===== src/rtl/uart_irq_pkg.sv =====
package uart_irq_pkg;
   typedef enum logic [2:0] {
      IID_NONE = 3'b001,
      IID_TXRQ = 3'b010,
      IID_RXDA = 3'b100
   } iid_e;
endpackage


===== src/rtl/uart_rx_irq.sv =====
module uart_rx_irq #(
   parameter int DEPTH = 64,
   parameter int CNT_W = 7,
   parameter int TRIG0 = 1,
   parameter int TRIG1 = 16,
   parameter int TRIG2 = 32,
   parameter int TRIG3 = 56
) (
   input  logic             clk,
   input  logic             rst_n,
   input  logic             en,
   input  logic [1:0]       trig_sel,
   input  logic [CNT_W-1:0] count,
   input  logic             push,
   output logic             rx_irq,
   output logic             data_ready
);
   localparam int TRIG_TAB [4] = '{TRIG0, TRIG1, TRIG2, TRIG3};

   logic [3:0] at_lvl;

   for (genvar g = 0; g < 4; g++) begin : g_trig
      if (TRIG_TAB[g] < 1 || TRIG_TAB[g] > DEPTH) begin : g_bad
         $error("receive trigger level out of range");
      end
      assign at_lvl[g] = (count >= CNT_W'(TRIG_TAB[g]));
   end

   always_ff @(posedge clk or negedge rst_n) begin
      if (!rst_n) begin
         rx_irq     <= 1'b0;
         data_ready <= 1'b0;
      end else begin
         rx_irq <= en && at_lvl[trig_sel];
         if (push)
            data_ready <= 1'b1;
         else if (count == '0)
            data_ready <= 1'b0;
      end
   end


   rx_gate_chk: assert property (@(posedge clk) disable iff (!rst_n)
      !en |=> !rx_irq);


   dr_set_chk: assert property (@(posedge clk) disable iff (!rst_n)
      push |=> data_ready);
endmodule


===== src/rtl/uart_tx_irq.sv =====
module uart_tx_irq #(
   parameter int DEPTH = 64,
   parameter int CNT_W = 7
) (
   input  logic             clk,
   input  logic             rst_n,
   input  logic             en,
   input  logic             lvl_sel,
   input  logic [CNT_W-1:0] count,
   input  logic             thr_wr,
   input  logic             iir_rd,
   output logic             tx_irq,
   output logic             overflow
);
   localparam int HALF = DEPTH / 2;
   localparam bit POW2 = (DEPTH & (DEPTH - 1)) == 0;

   if (DEPTH < 2 || CNT_W < $clog2(DEPTH + 1)) begin : g_bad
      $error("transmit depth or count width invalid");
   end

   logic full, cond, cond_q, clr;

   if (POW2) begin : g_full_msb
      assign full = count[CNT_W-1];
   end else begin : g_full_cmp
      assign full = (count == CNT_W'(DEPTH));
   end

   assign cond = en && (lvl_sel ? (count == '0) : (count <= CNT_W'(HALF)));
   assign clr  = thr_wr || iir_rd;

   always_ff @(posedge clk or negedge rst_n) begin
      if (!rst_n) begin
         cond_q   <= 1'b0;
         tx_irq   <= 1'b0;
         overflow <= 1'b0;
      end else begin
         cond_q <= cond;
         if (!cond || clr)
            tx_irq <= 1'b0;
         else if (!cond_q)
            tx_irq <= 1'b1;
         if (thr_wr && full)
            overflow <= 1'b1;
      end
   end


   tx_clear_chk: assert property (@(posedge clk) disable iff (!rst_n)
      (thr_wr || iir_rd) |=> !tx_irq);


   tx_rise_qual_chk: assert property (@(posedge clk) disable iff (!rst_n)
      $rose(tx_irq) |-> $past(en));


   ovf_sticky_chk: assert property (@(posedge clk) disable iff (!rst_n)
      overflow |=> overflow);
endmodule


===== src/rtl/uart_irq_id.sv =====
module uart_irq_id
   import uart_irq_pkg::*;
(
   input  logic       clk,
   input  logic       rst_n,
   input  logic       rx_irq,
   input  logic       tx_irq,
   output logic [2:0] iid,
   output logic       irq
);
   iid_e code;

   always_comb begin
      if (rx_irq)      code = IID_RXDA;
      else if (tx_irq) code = IID_TXRQ;
      else             code = IID_NONE;
   end

   assign iid = code;
   assign irq = rx_irq || tx_irq;


   rx_prio_chk: assert property (@(posedge clk) disable iff (!rst_n)
      rx_irq |-> (iid == 3'b100));


   irq_id_chk: assert property (@(posedge clk) disable iff (!rst_n)
      irq |-> (iid != 3'b001));
endmodule


===== src/rtl/uart_fifo_irq.sv =====
module uart_fifo_irq #(
   parameter int DEPTH = 64,
   parameter int TRIG0 = 1,
   parameter int TRIG1 = 16,
   parameter int TRIG2 = 32,
   parameter int TRIG3 = 56
) (
   input  logic       clk,
   input  logic       rst_n,
   input  logic       fifo_en,
   input  logic       rx_int_en,
   input  logic       tx_int_en,
   input  logic       tx_lvl_sel,
   input  logic [1:0] rx_trig_sel,
   input  logic [6:0] rx_count,
   input  logic       rx_push,
   input  logic [6:0] tx_count,
   input  logic       thr_wr,
   input  logic       iir_rd,
   output logic       rx_irq,
   output logic       tx_irq,
   output logic [2:0] iid,
   output logic       data_ready,
   output logic       tx_overflow,
   output logic       irq
);
   localparam int CNT_W = $clog2(DEPTH + 1);

   if (CNT_W != 7) begin : g_bad
      $error("count ports are sized for a 64-entry FIFO");
   end

   uart_rx_irq #(
      .DEPTH(DEPTH), .CNT_W(CNT_W),
      .TRIG0(TRIG0), .TRIG1(TRIG1), .TRIG2(TRIG2), .TRIG3(TRIG3)
   ) u_rx (
      .clk        (clk),
      .rst_n      (rst_n),
      .en         (fifo_en && rx_int_en),
      .trig_sel   (rx_trig_sel),
      .count      (rx_count),
      .push       (rx_push),
      .rx_irq     (rx_irq),
      .data_ready (data_ready)
   );

   uart_tx_irq #(.DEPTH(DEPTH), .CNT_W(CNT_W)) u_tx (
      .clk      (clk),
      .rst_n    (rst_n),
      .en       (fifo_en && tx_int_en),
      .lvl_sel  (tx_lvl_sel),
      .count    (tx_count),
      .thr_wr   (thr_wr),
      .iir_rd   (iir_rd),
      .tx_irq   (tx_irq),
      .overflow (tx_overflow)
   );

   uart_irq_id u_id (
      .clk    (clk),
      .rst_n  (rst_n),
      .rx_irq (rx_irq),
      .tx_irq (tx_irq),
      .iid    (iid),
      .irq    (irq)
   );
endmodule


===== config.mk =====
export PLATFORM = sky130hd
export DESIGN_NAME = uart_fifo_irq
export DESIGN_NICKNAME = d
export VERILOG_FILES = /design/src/rtl/uart_irq_pkg.sv /design/src/rtl/uart_rx_irq.sv /design/src/rtl/uart_tx_irq.sv /design/src/rtl/uart_irq_id.sv /design/src/rtl/uart_fifo_irq.sv
export SDC_FILE = /design/constraint.sdc
export NUM_CORES = 1
export LEC_CHECK = 0
export ABC_AREA = 0
export BUFFER_PORTS_ARGS = -buffer_cell sky130_fd_sc_hd__clkbuf_2
export CORE_AREA = 2 2 39 41
export DETAILED_ROUTE_END_ITERATION = 6
export DIE_AREA = 0 0 41 43
export PLACE_DENSITY_LB_ADDON = 0.1
export SETUP_SLACK_MARGIN = 0.02
export SKIP_LAST_GASP = 1
export SYNTH_ARGS = -nofsm -noshare
export SYNTH_HDL_FRONTEND = slang
export SYNTH_HIERARCHICAL = 1
export SYNTH_SLANG_ARGS = --single-unit

===== constraint.sdc =====
create_clock -name clk -period 1.3 [get_ports clk]
set_clock_uncertainty 0.1 [all_clocks]
set_input_delay 0.325 -clock clk [delete_from_list [all_inputs] [get_ports clk]]
set_output_delay 0.325 -clock clk [all_outputs]
set_load 0.01 [all_outputs]

### After elaboration in Yosys (flattened, before gate mapping)

Index checks and enable logic that the tools add are counted.

* bits of input ports: 25
* output and inout port bits: 8
* flip-flop bits (word level): 5
* word-level logic and storage cells: 33

* magnitude comparators: 6
* reduce and logical (&&, ||, !) cells: 12
* muxes and demuxes: 9
* eq/ne operators: 1

Operator list (number)
* greater-or-equal comparator 7 x 6 -> 1 bit (second input constant): 2
* zero test 7 bit: 2
* greater-or-equal comparator 7 x 1 -> 1 bit (second input constant): 1
* greater-or-equal comparator 7 x 5 -> 1 bit (second input constant): 1
* <= comparator 7 x 6 -> 1 bit (second input constant): 1
* 2-to-1 mux 1 bit: 6
* logical AND 1 bit: 5
* logical OR 1 bit: 3
* less-than comparator 2 x 3 -> 1 bit (second input constant): 1
* 2-to-1 mux 3 bit: 1
* binary-select mux 1 bit (select 2 bit): 1
* 2-to-1 mux 2 bit: 1
* inequality test 2 bit (second input constant): 1
* nonzero test 2 bit: 1
* zero test 1 bit: 1

### Logic depth before layout (Yosys ltp)

Gate-level depths: netlist of run 1.

* depth in word-level cells: 6
* depth in mapped cells: 4
* mapped depth without buffers: 4

### Modules after synthesis

The synthesis of run 1 kept the hierarchy.

By module, submodules not included
* uart_tx_irq: seq. area each 75.1 um2, times used 1, area each 147.6 um2, cells an instance 14
* uart_rx_irq: seq. area each 50.0 um2, times used 1, area each 111.4 um2, cells an instance 11
* uart_irq_id: seq. area each 0.0 um2, times used 1, area each 26.3 um2, cells an instance 4
* uart_fifo_irq: seq. area each 0.0 um2, times used 1, area each 12.5 um2, cells an instance 2

### Worst setup path after synthesis of run 1

No wires, ideal clock.

* path type: input -> register
* from: in tx_int_en
* to: reg u_tx.tx_irq
* setup slack: 107 ps
* stages: 3
* data required time: 1127 ps
* buffers on the path: 0
* library setup time: 73 ps
* arrival time: 1020 ps
* cells stage by stage: and2_1 or4b_4 a21oi_2

* cells in the longest elaborated chain, start to end: 5
* elaborated cells on any way between the ends: 6
* those cells by class: eq/ne (1); mux (1); reduce/logical (4)

RTL lines
* from (decl): line uart_fifo_irq.sv:12 `input logic tx_int_en,`
* logical AND 1 bit *: line uart_fifo_irq.sv:50 `.en (fifo_en && tx_int_en),`
* logical AND 1 bit *: line uart_tx_irq.sv:30 `assign cond = en && (lvl_sel ? (count == '0) : (count <= CNT_W'(HALF)));`
* zero test 1 bit *: line uart_tx_irq.sv:40 `if (!cond || clr)`
* logical OR 1 bit *: line uart_tx_irq.sv:40
* inequality test 2 bit (no source line) or 2-to-1 mux 1 bit (tied branches)
* to (signal assigned): line uart_tx_irq.sv:36 `tx_irq <= 1'b0;`
* to (signal assigned): line uart_tx_irq.sv:41 `tx_irq <= 1'b0;`
* to (signal assigned): line uart_tx_irq.sv:43 `tx_irq <= 1'b1;`
* to (decl): line uart_tx_irq.sv:12 `output logic tx_irq,`

Mark *: on every way between the ends. The rest lies on a longest branch, timed or not.
A chain may end at the register's enable or synchronous reset.

### Worst setup path after layout of run 1

* from: reg u_tx.tx_irq
* to: out irq

* cells in the longest elaborated chain, start to end: 1

RTL lines
* logical OR 1 bit: line uart_irq_id.sv:20 `assign irq = rx_irq || tx_irq;`
* to (decl): line uart_fifo_irq.sv:25 `output logic irq`

No other way between the ends.

==> results of run 1 <==
-- area by class of cell --
| class | instances | area share |
|---|---|---|
| tap | 16 | 0.0385 |
| timing repair buffer | 34 | 0.353 |
| multi-input combinational | 23 | 0.303 |
| clock buffer | 4 | 0.0505 |
| inverter | 2 | 0.0144 |
| sequential | 5 | 0.240 |
-- stage by stage --
stage | TNS (ns) | util
after CTS | -0.219 | 0.372
after global placement | 0 | 0.340
after detailed placement | -0.00685 | 0.340
final | -0.173 | 0.376
after global routing | -0.442 | 0.376
after floorplan | 0 | -
-- cells in the mapped netlist, types with 2 or more instances --
cell type	number	share of area
inv_1	2	0.025
nand2_1	3	0.038
nor4_1	2	0.042
and2_1	2	0.042
nor2_1	2	0.025
dfrtp_1	5	0.42
a21o_1	2	0.050
-- layer usage --
layer	track usage	vias up	wire [µm]
li1	-	188	-
met2	0.113	19	345
met1	0.110	163	289
met3	0.0157	0	70
met5	0	-	0
met4	0.100	0	0
-- flip-flops by register name (all words and copies together), names as in the netlist --
name / count
u_tx/overflow: 1
u_tx/cond_q: 1
u_tx/tx_irq: 1
u_rx/data_ready: 1
u_rx/rx_irq: 1
-- timing repair --
item / in CTS / in global routing
hold endpoints to repair: 5 / 0
endpoints found under the setup margin: 3 / 5
hold buffers: 1 / 0
resized for setup: 0 / 3
pin swaps: 0 / 0
setup buffers: 1 / 0
-- kinds of logic (layout without fill, tap and decap cells) --
family                 Yosys count  after routing
flip-flops                       5              5
buffers and inverters            3             40
AND/OR/NAND/NOR                 15             15
AO/OA/AOI/OAI                    8              8
-- worst max-delay path: cells and delay by family (launching register included) --
family                 cells  cell delay [ns]
DFF                        1             0.40
buffers and inverters      1             0.13
and+or+nand+nor            1             0.21
-- power groups by stage --
stage | Clock [mW] | Sequential, mW | Combinational, mW
6_report | 0.170 | 0.161 | 0.0816
5_1_grt | 0.190 | 0.161 | 0.0930
4_1_cts | 0.180 | 0.161 | 0.0808
3_5_place_dp | 0 | 0.164 | 0.0751
3_3_place_gp | 0 | 0.163 | 0.0751
2_1_floorplan | 0 | 0.164 | 0.0231
-- worst min path at each step --
| stage | start | endpoint | cells after the start |
|---|---|---|---|
| 2_1_floorplan | rst_n | u_rx/data_ready$_DFFE_PN0P_ | 0 |
| 3_3_place_gp | rst_n | u_tx/overflow$_DFFE_PN0P_ | 1 |
| 3_5_place_dp | rst_n | u_tx/overflow$_DFFE_PN0P_ | 1 |
| 4_1_cts | rx_push | u_rx/data_ready$_DFFE_PN0P_ | 2 |
| 5_1_grt | rx_push | u_rx/data_ready$_DFFE_PN0P_ | 2 |
| 6_report | rx_push | u_rx/data_ready$_DFFE_PN0P_ | 2 |
==> impl_metrics.toml, run 1 <==
[yosys]
avgSynthCellArea_um2 = 9.61
muxShareOfSynthArea = 0
synth_compound_area_frac = 0.197
synthXorXnorAreaFrac = 0
synth-seq-cells = 5
synth-main-ff-cell = "dfrtp_1"
synth_cells = 31
synth_area_um2 = 298
synth-edff-count = 0
synth_warnings = 6
synth_nets = 56
synth_top_family_by_area = "simple AND/OR/NAND/NOR gates"
synth_fa_ha_area_frac = 0
yosysUniqueCellTypes = 20
synth_seq_area_share = 0.420
async_flop_share = 1.00
yosys.area_share.simple = 0.332

[finish]
multi_input_comb_area_um2 = 158
design_area_um2 = 520
layout-drive-gt1-share = 0.588
final_cell_mix = "clkbuf_2, dfrtp_1, clkbuf_4, nand2_1"
final_common_cell = "clkbuf_2"
fillers = 155
area_growth_pct = 74.8
fin_nets = 94
fin_cells = 84
layout.area.seq_um2 = 125
n_antenna_cell = 0

[worst_setup_path]
cp-end-kind = "primary output"
cpPeakStageDelay_ns = 0.40
reg2reg_slack_ns = 0.41
cp-endpoint = "irq"
slowest_stage = "dfrtp_1"
critical_path.cell_chain = "or2_1, clkbuf_2"
crit_path_start_kind = "flop"
cp-startpoint = "u_tx/tx_irq$_DFFE_PN0P_"
regToRegStartpoint = "u_tx/tx_irq$_DFFE_PN0P_"
crit_required_ns = 0.88
reg2reg_depth = 2
cp_max_fo = 5
rr_endpoint = "u_tx/tx_irq$_DFFE_PN0P_"
crit_arrival_ns = 0.97
path_class = "flop to primary output"

[sta]
period_minus_slack_ns = 1.40
fin_crit_sh = 1.07
setup_viol = 3
worst_slew_pin_slew_ns = 0.268
hold_viol = 0
slew_headroom = 0.819
maxSlewViolCount = 0
rsz0062_at_grt = "yes"
worst_slack_ns = -0.0973
hold_ws_ns = 0.171
max_freq_mhz = 716

[place]
portBuffers = 32
dp.cells = 78
dpl_cell_area_um2 = 470
place_ws_ns = -0.00685
gp_congestion = 0.728

[power_and_ir_drop]
power.net_switching_mw = 0.0905
clock_power_share = 0.413
intPower_mw = 0.322
comb_power_share = 0.198
p_sw_frac = 0.219
p_seq_frac = 0.390
power_density_mw_per_mm2 = 793
total_power_mw = 0.413
ir_drop_uv = 242
p_leak_nw = 0.271

[routing]
wirelength_um = 706
vias = 370
drc = 0
first_pass_iters = 2
drtAntennaViolNets = 0
drt-initial-drc-count = 3
post_drt_wl_per_cell_um = 8.40
vias_per_cell = 4.40

[cts]
clkLatencyLatePin_ns = 0.23
ctsLongestPathBuffers = 2
clk_pin_slew_ns = 0.04
cts_max_level = 1
cts-buffers-inserted = 3
cts_root_buffer = "clkbuf_4"
cts_tree = "built"
clock-sinks = 5

[floorplan]
core_area_mm2 = 0.00138
die_y_um = 43
die_x_um = 41
start_util = 0.215
dieArea_mm2 = 0.00176
num_rows = 14
io_pins = 33

[global_route]
grt_max_degree = 6
grt-ovfl-total = 0
grt_pass1_vias = 289
antenna_found_initial = 0
track_usage = 0.0886
grt_pass1_wl_um = 1020

[run]
drv_cap = 0

[outcome]
status = "finished with violations"
violations = "setup timing"

[min_path]
min_path_type = "input pin to flop"
No activity file was read; power rests on OpenSTA's default activity.
==> run 2, diff against run 1 <==
--- a/constraint.sdc
+++ b/constraint.sdc
@@ -4,2 +4,2 @@
 set_output_delay 0.325 -clock clk [all_outputs]
-set_load 0.01 [all_outputs]
+set_load 0.02 [all_outputs]
==> run 2 against run 1 <==
  * The flow still finishes with violations (setup timing)
  * Hold slack hardly changed
  * Non-clock buffer count stayed put
  * Sequential cell count stayed put
  * Core utilization is 0.81 points higher
  * Largest power group unchanged
  * Clock power hardly changed
  * Critical path depth stayed put
  * Fmax is 1.9% lower
  * Worst setup slack worse by 0.027 ns
==> impl_metrics.toml, run 2 (synthesis results as in run 1) <==
[cts]
cts-buffers-inserted = 3
clk_pin_slew_ns = 0.04
cts_root_buffer = "clkbuf_4"
cts_tree = "built"
clkLatencyLatePin_ns = 0.23
cts_max_level = 1
clock-sinks = 5
ctsLongestPathBuffers = 2

[worst_setup_path]
cp_max_fo = 5
cp-end-kind = "primary output"
rr_endpoint = "u_tx/tx_irq$_DFFE_PN0P_"
path_class = "flop to primary output"
crit_path_start_kind = "flop"
regToRegStartpoint = "u_tx/tx_irq$_DFFE_PN0P_"
cp-endpoint = "irq"
crit_arrival_ns = 1.00
crit_required_ns = 0.88
reg2reg_depth = 2
reg2reg_slack_ns = 0.41
cp-startpoint = "u_tx/tx_irq$_DFFE_PN0P_"

[finish]
final_core_util = 0.384
final_common_cell = "clkbuf_2"
layout-drive-gt1-share = 0.588
fin_nets = 94
area_growth_pct = 78.6
final_cell_mix = "clkbuf_2, dfrtp_1, clkbuf_4, buf_4, nand2_1"
design_area_um2 = 532
n_antenna_cell = 0

[run]
drv_cap = 0

[routing]
wirelength_um = 708
drt-initial-drc-count = 0
vias_per_cell = 4.40
wl_met3_um = 70
drtAntennaViolNets = 0
first_pass_iters = 1
m1WireLength_um = 287
dr_wl_met2_um = 350
vias = 370
post_drt_wl_per_cell_um = 8.43
dr.max_layer_used = "met3"
drc = 0

[sta]
setup_viol = 4
worst_slew_pin_slew_ns = 0.268
max_freq_mhz = 702
fin_crit_sh = 1.10
period_minus_slack_ns = 1.42
hold_ws_ns = 0.172
slew_headroom = 0.819
hold_viol = 0
maxSlewViolCount = 0
worst_slack_ns = -0.125
rsz0062_at_grt = "yes"
finalSetupTns_ns = -0.254

[global_route]
grt_pass1_vias = 289
grt_max_degree = 6
track_usage = 0.0886
grt_pass1_wl_um = 1020
antenna_found_initial = 0
grt-ovfl-total = 0

[power_and_ir_drop]
power_density_mw_per_mm2 = 793
total_power_mw = 0.422
ir_drop_uv = 243
p_leak_nw = 0.276

[outcome]
status = "finished with violations"
violations = "setup timing"

[floorplan]
start_util = 0.215
io_pins = 33
die_y_um = 43
num_rows = 14
die_x_um = 41
dieArea_mm2 = 0.00176
core_area_mm2 = 0.00138

[place]
portBuffers = 32
gp_congestion = 0.728
dpl_cell_area_um2 = 470

[min_path]
holdPathStages = 2
min_path_type = "input pin to flop"
## run 2: cell types whose count changed in the layout (fill, tap and decap cells not counted), sizes merged
cell	change
buf	+4
clkbuf	-4
## run 2: worst max-delay path, cell delays in order, from the launching register on
cell	delay [ns]
dfrtp_1	0.40
or2_1	0.21
buf_2	0.16
## run 2: cell type report
class,count,area (µm²)
clock buffers,4,26.3
fillers,152,852
inverters,2,7.51
multi-input cells,23,158
flip-flops and latches,5,125
well taps,16,20.0
repair buffers,34,195
## run 2: how the worst min path moves through the flow
stage          startpoint                          end  slack, ns
3_5_place_dp        rst_n    u_tx/overflow$_DFFE_PN0P_       0.05
2_1_floorplan       rst_n  u_rx/data_ready$_DFFE_PN0P_      -0.07
5_1_grt           rx_push  u_rx/data_ready$_DFFE_PN0P_       0.17
6_report          rx_push  u_rx/data_ready$_DFFE_PN0P_       0.17
3_3_place_gp        rst_n    u_tx/overflow$_DFFE_PN0P_       0.05
4_1_cts           rx_push  u_rx/data_ready$_DFFE_PN0P_       0.17
## run 2: metrics by stage
stage	setup slack, ns	instances
6_report	-0.125	84
5_1_grt	-0.195	84
4_1_cts	-0.134	84
3_5_place_dp	-0.00685	78
3_3_place_gp	0.00776	78
2_1_floorplan	0.0864	31
## run 2: metal layers
layer | vias to the layer above | global-route usage
met5 | - | 0
met4 | 0 | 0.100
met3 | 0 | 0.0157
met2 | 19 | 0.113
met1 | 163 | 0.110
li1 | 188 | -
## run 2: report_power, final
group,total [mW],switching [mW],internal (mW)
clock,0.170,0.0548,0.115
combinational,0.0904,0.0401,0.0503
sequential,0.161,0.00180,0.159
total,0.422,0.0967,0.325
## run 2: repair_timing
item,4_1_cts,5_1_grt
hold buffers,1,0
hold endpoints to repair,5,0
buffers inserted,1,0
gates cloned,0,0
setup endpoints to repair,3,6
resized for setup,1,11
==> run 3, diff against run 2 <==
ABC_AREA = 1   (was 0)
GPL_ROUTABILITY_DRIVEN = 0   (was unset)
==> run 3 against run 2 <==
  * Die area unchanged
  * Sequential share of layout area is 1.2 points lower
  * Worst setup slack improved by 0.080 ns
  * The flow still finishes with violations (setup timing)
  * Critical path type unchanged
  * Largest cell class unchanged
==> impl_metrics.toml, run 3 <==
[routing]
vias = 401
wirelength_um = 704
first_pass_iters = 3
vias_per_cell = 3.89
drc = 0
drt-initial-drc-count = 4
post_drt_wl_per_cell_um = 6.83
drtAntennaViolNets = 0

[outcome]
status = "finished with violations"
violations = "setup timing"

[cts]
cts_root_buffer = "clkbuf_4"
clock-sinks = 5
cts_max_level = 1
cts_setup_buffers = 0
clkLatencyLatePin_ns = 0.24
cts-buffers-inserted = 3
clk_pin_slew_ns = 0.04
ctsLongestPathBuffers = 2
cts_tree = "built"

[min_path]
min_path_type = "input pin to flop"

[yosys]
synth_seq_area_share = 0.385
ys_top_cells_by_area = "dfrtp_1, nand2_1, inv_1"
synth-seq-cells = 5
synth_area_um2 = 325
synth_nets = 76
synth-main-ff-cell = "dfrtp_1"
avgSynthCellArea_um2 = 6.38
async_flop_share = 1.00
synth-edff-count = 0
yosysMostFrequentCell = "nand2_1"
synth_top_cell_by_area = "dfrtp_1"
yosys-top-cells-count = "nand2_1, inv_1, nor2_1, dfrtp_1, nor2_2"
yosysUniqueCellTypes = 13
synth_warnings = 6
synth_cells = 51
synth_top_area_frac = 0.385

[sta]
max_freq_mhz = 744
maxSlewViolCount = 0
hold_ws_ns = 0.174
setup_viol = 3
hold_viol = 0
slew_headroom = 0.853
worst_slew_pin_slew_ns = 0.219
period_minus_slack_ns = 1.34
worst_slack_ns = -0.0442
fin_crit_sh = 1.03
rsz0062_at_grt = "yes"

[worst_setup_path]
path_class = "flop to primary output"
crit_path_start_kind = "flop"
crit_arrival_ns = 0.92
cp-end-kind = "primary output"
cp_max_fo = 5
crit_required_ns = 0.88

[finish]
final_common_cell = "clkbuf_2"
final_cell_mix = "clkbuf_2, nand2_1, inv_1"
fillers = 167
area_growth_pct = 71.9
fin_cells = 103
final_core_util = 0.404
n_antenna_cell = 0
layout-drive-gt1-share = 0.448
fin_nets = 113

[floorplan]
core_area_mm2 = 0.00138
die_y_um = 43
start_util = 0.235
io_pins = 33
num_rows = 14
die_x_um = 41
dieArea_mm2 = 0.00176

[power_and_ir_drop]
total_power_mw = 0.435
ir_drop_uv = 247
power_density_mw_per_mm2 = 778
p_leak_nw = 0.339

[global_route]
antenna_found_initial = 0
grt_max_degree = 6
grt_pass1_wl_um = 1280
grt-ovfl-total = 0
grt_pass1_vias = 375
track_usage = 0.110

[place]
portBuffers = 32
place_ws_ns = 0.189
hpwlAfterDp_um = 644
dp.cells = 98

[run]
drv_cap = 0
[run 3: cell count changes in the layout (fill, tap and decap cells not counted), moves of 2 or more]
cell / before / now
inv_1: 2 / 11
nand2_1: 3 / 14
buf_2: 2 / 0
nand3_1: 0 / 2
nor4_1: 2 / 0
clkbuf_4: 3 / 5
and2_1: 2 / 0
nor2_1: 2 / 8
nor2_2: 0 / 3
[run 3: critical path, stage by stage (launching register included)]
cell	delay, ns
dfrtp_1	0.41
nor2_2	0.12
clkbuf_8	0.15
[run 3: stage by stage]
step / setup TNS, ns / cell area [µm²]
2_1_floorplan: 0 / 325
3_3_place_gp: 0 / 498
3_5_place_dp: 0 / 498
4_1_cts: -0.181 / 551
5_1_grt: -0.314 / 559
6_report: -0.106 / 559
[run 3: final timing paths]
path,from,end,slack (ns),depth (start not counted)
worst min register to register,u_tx/overflow$_DFFE_PN0P_,u_tx/overflow$_DFFE_PN0P_,0.36,1
max in group asynchronous,rst_n,u_rx/rx_irq$_DFF_PN0_,0.63,2
worst max register to register,u_tx/tx_irq$_DFFE_PN0P_,u_tx/tx_irq$_DFFE_PN0P_,0.38,2
worst min-delay path,rx_push,u_rx/data_ready$_DFFE_PN0P_,0.17,3
min in group asynchronous,rst_n,u_tx/tx_irq$_DFFE_PN0P_,0.33,2
worst max-delay path,u_rx/rx_irq$_DFF_PN0_,iid[1],-0.04,2
[run 3: per-layer routing]
metal,global-route usage,part of all wire,up-vias
met4,0.100,0.021,0
met2,0.172,0.52,18
met1,0.108,0.38,161
met3,0.0314,0.071,2
met5,0,0,-
li1,-,-,220
[run 3: what timing repair did]
item                                    in CTS  in global routing
hold endpoints to repair                     5                  0
resized for setup                            6                  6
pin swaps                                    1                  0
endpoints found under the setup margin       5                  6
hold buffers                                 1                  0
[run 3: logic make-up (layout without fill, tap and decap cells)]
group                  after synthesis  count (layout)  synth area share
AO/OA/AOI/OAI                        4               4            0.0692
buffers and inverters               13              49             0.162
AND/OR/NAND/NOR                     29              29             0.385
flip-flops                           5               5             0.385
[run 3: area by class of cell]
type	instances	area, µm²	share of cell area
clock buffers	4	26.3	0.0470
well taps	16	20.0	0.0358
flip-flops and latches	5	125	0.224
inverters	12	45.0	0.0805
repair buffers	33	195	0.349
multi-input cells	33	148	0.264
[run 3: power breakdown]
group,leakage (nW),switching [mW],internal (mW)
registers,0.0585,0.00268,0.159
clock network,0.0150,0.0640,0.116
logic,0.265,0.0435,0.0500
total,0.339,0.110,0.325
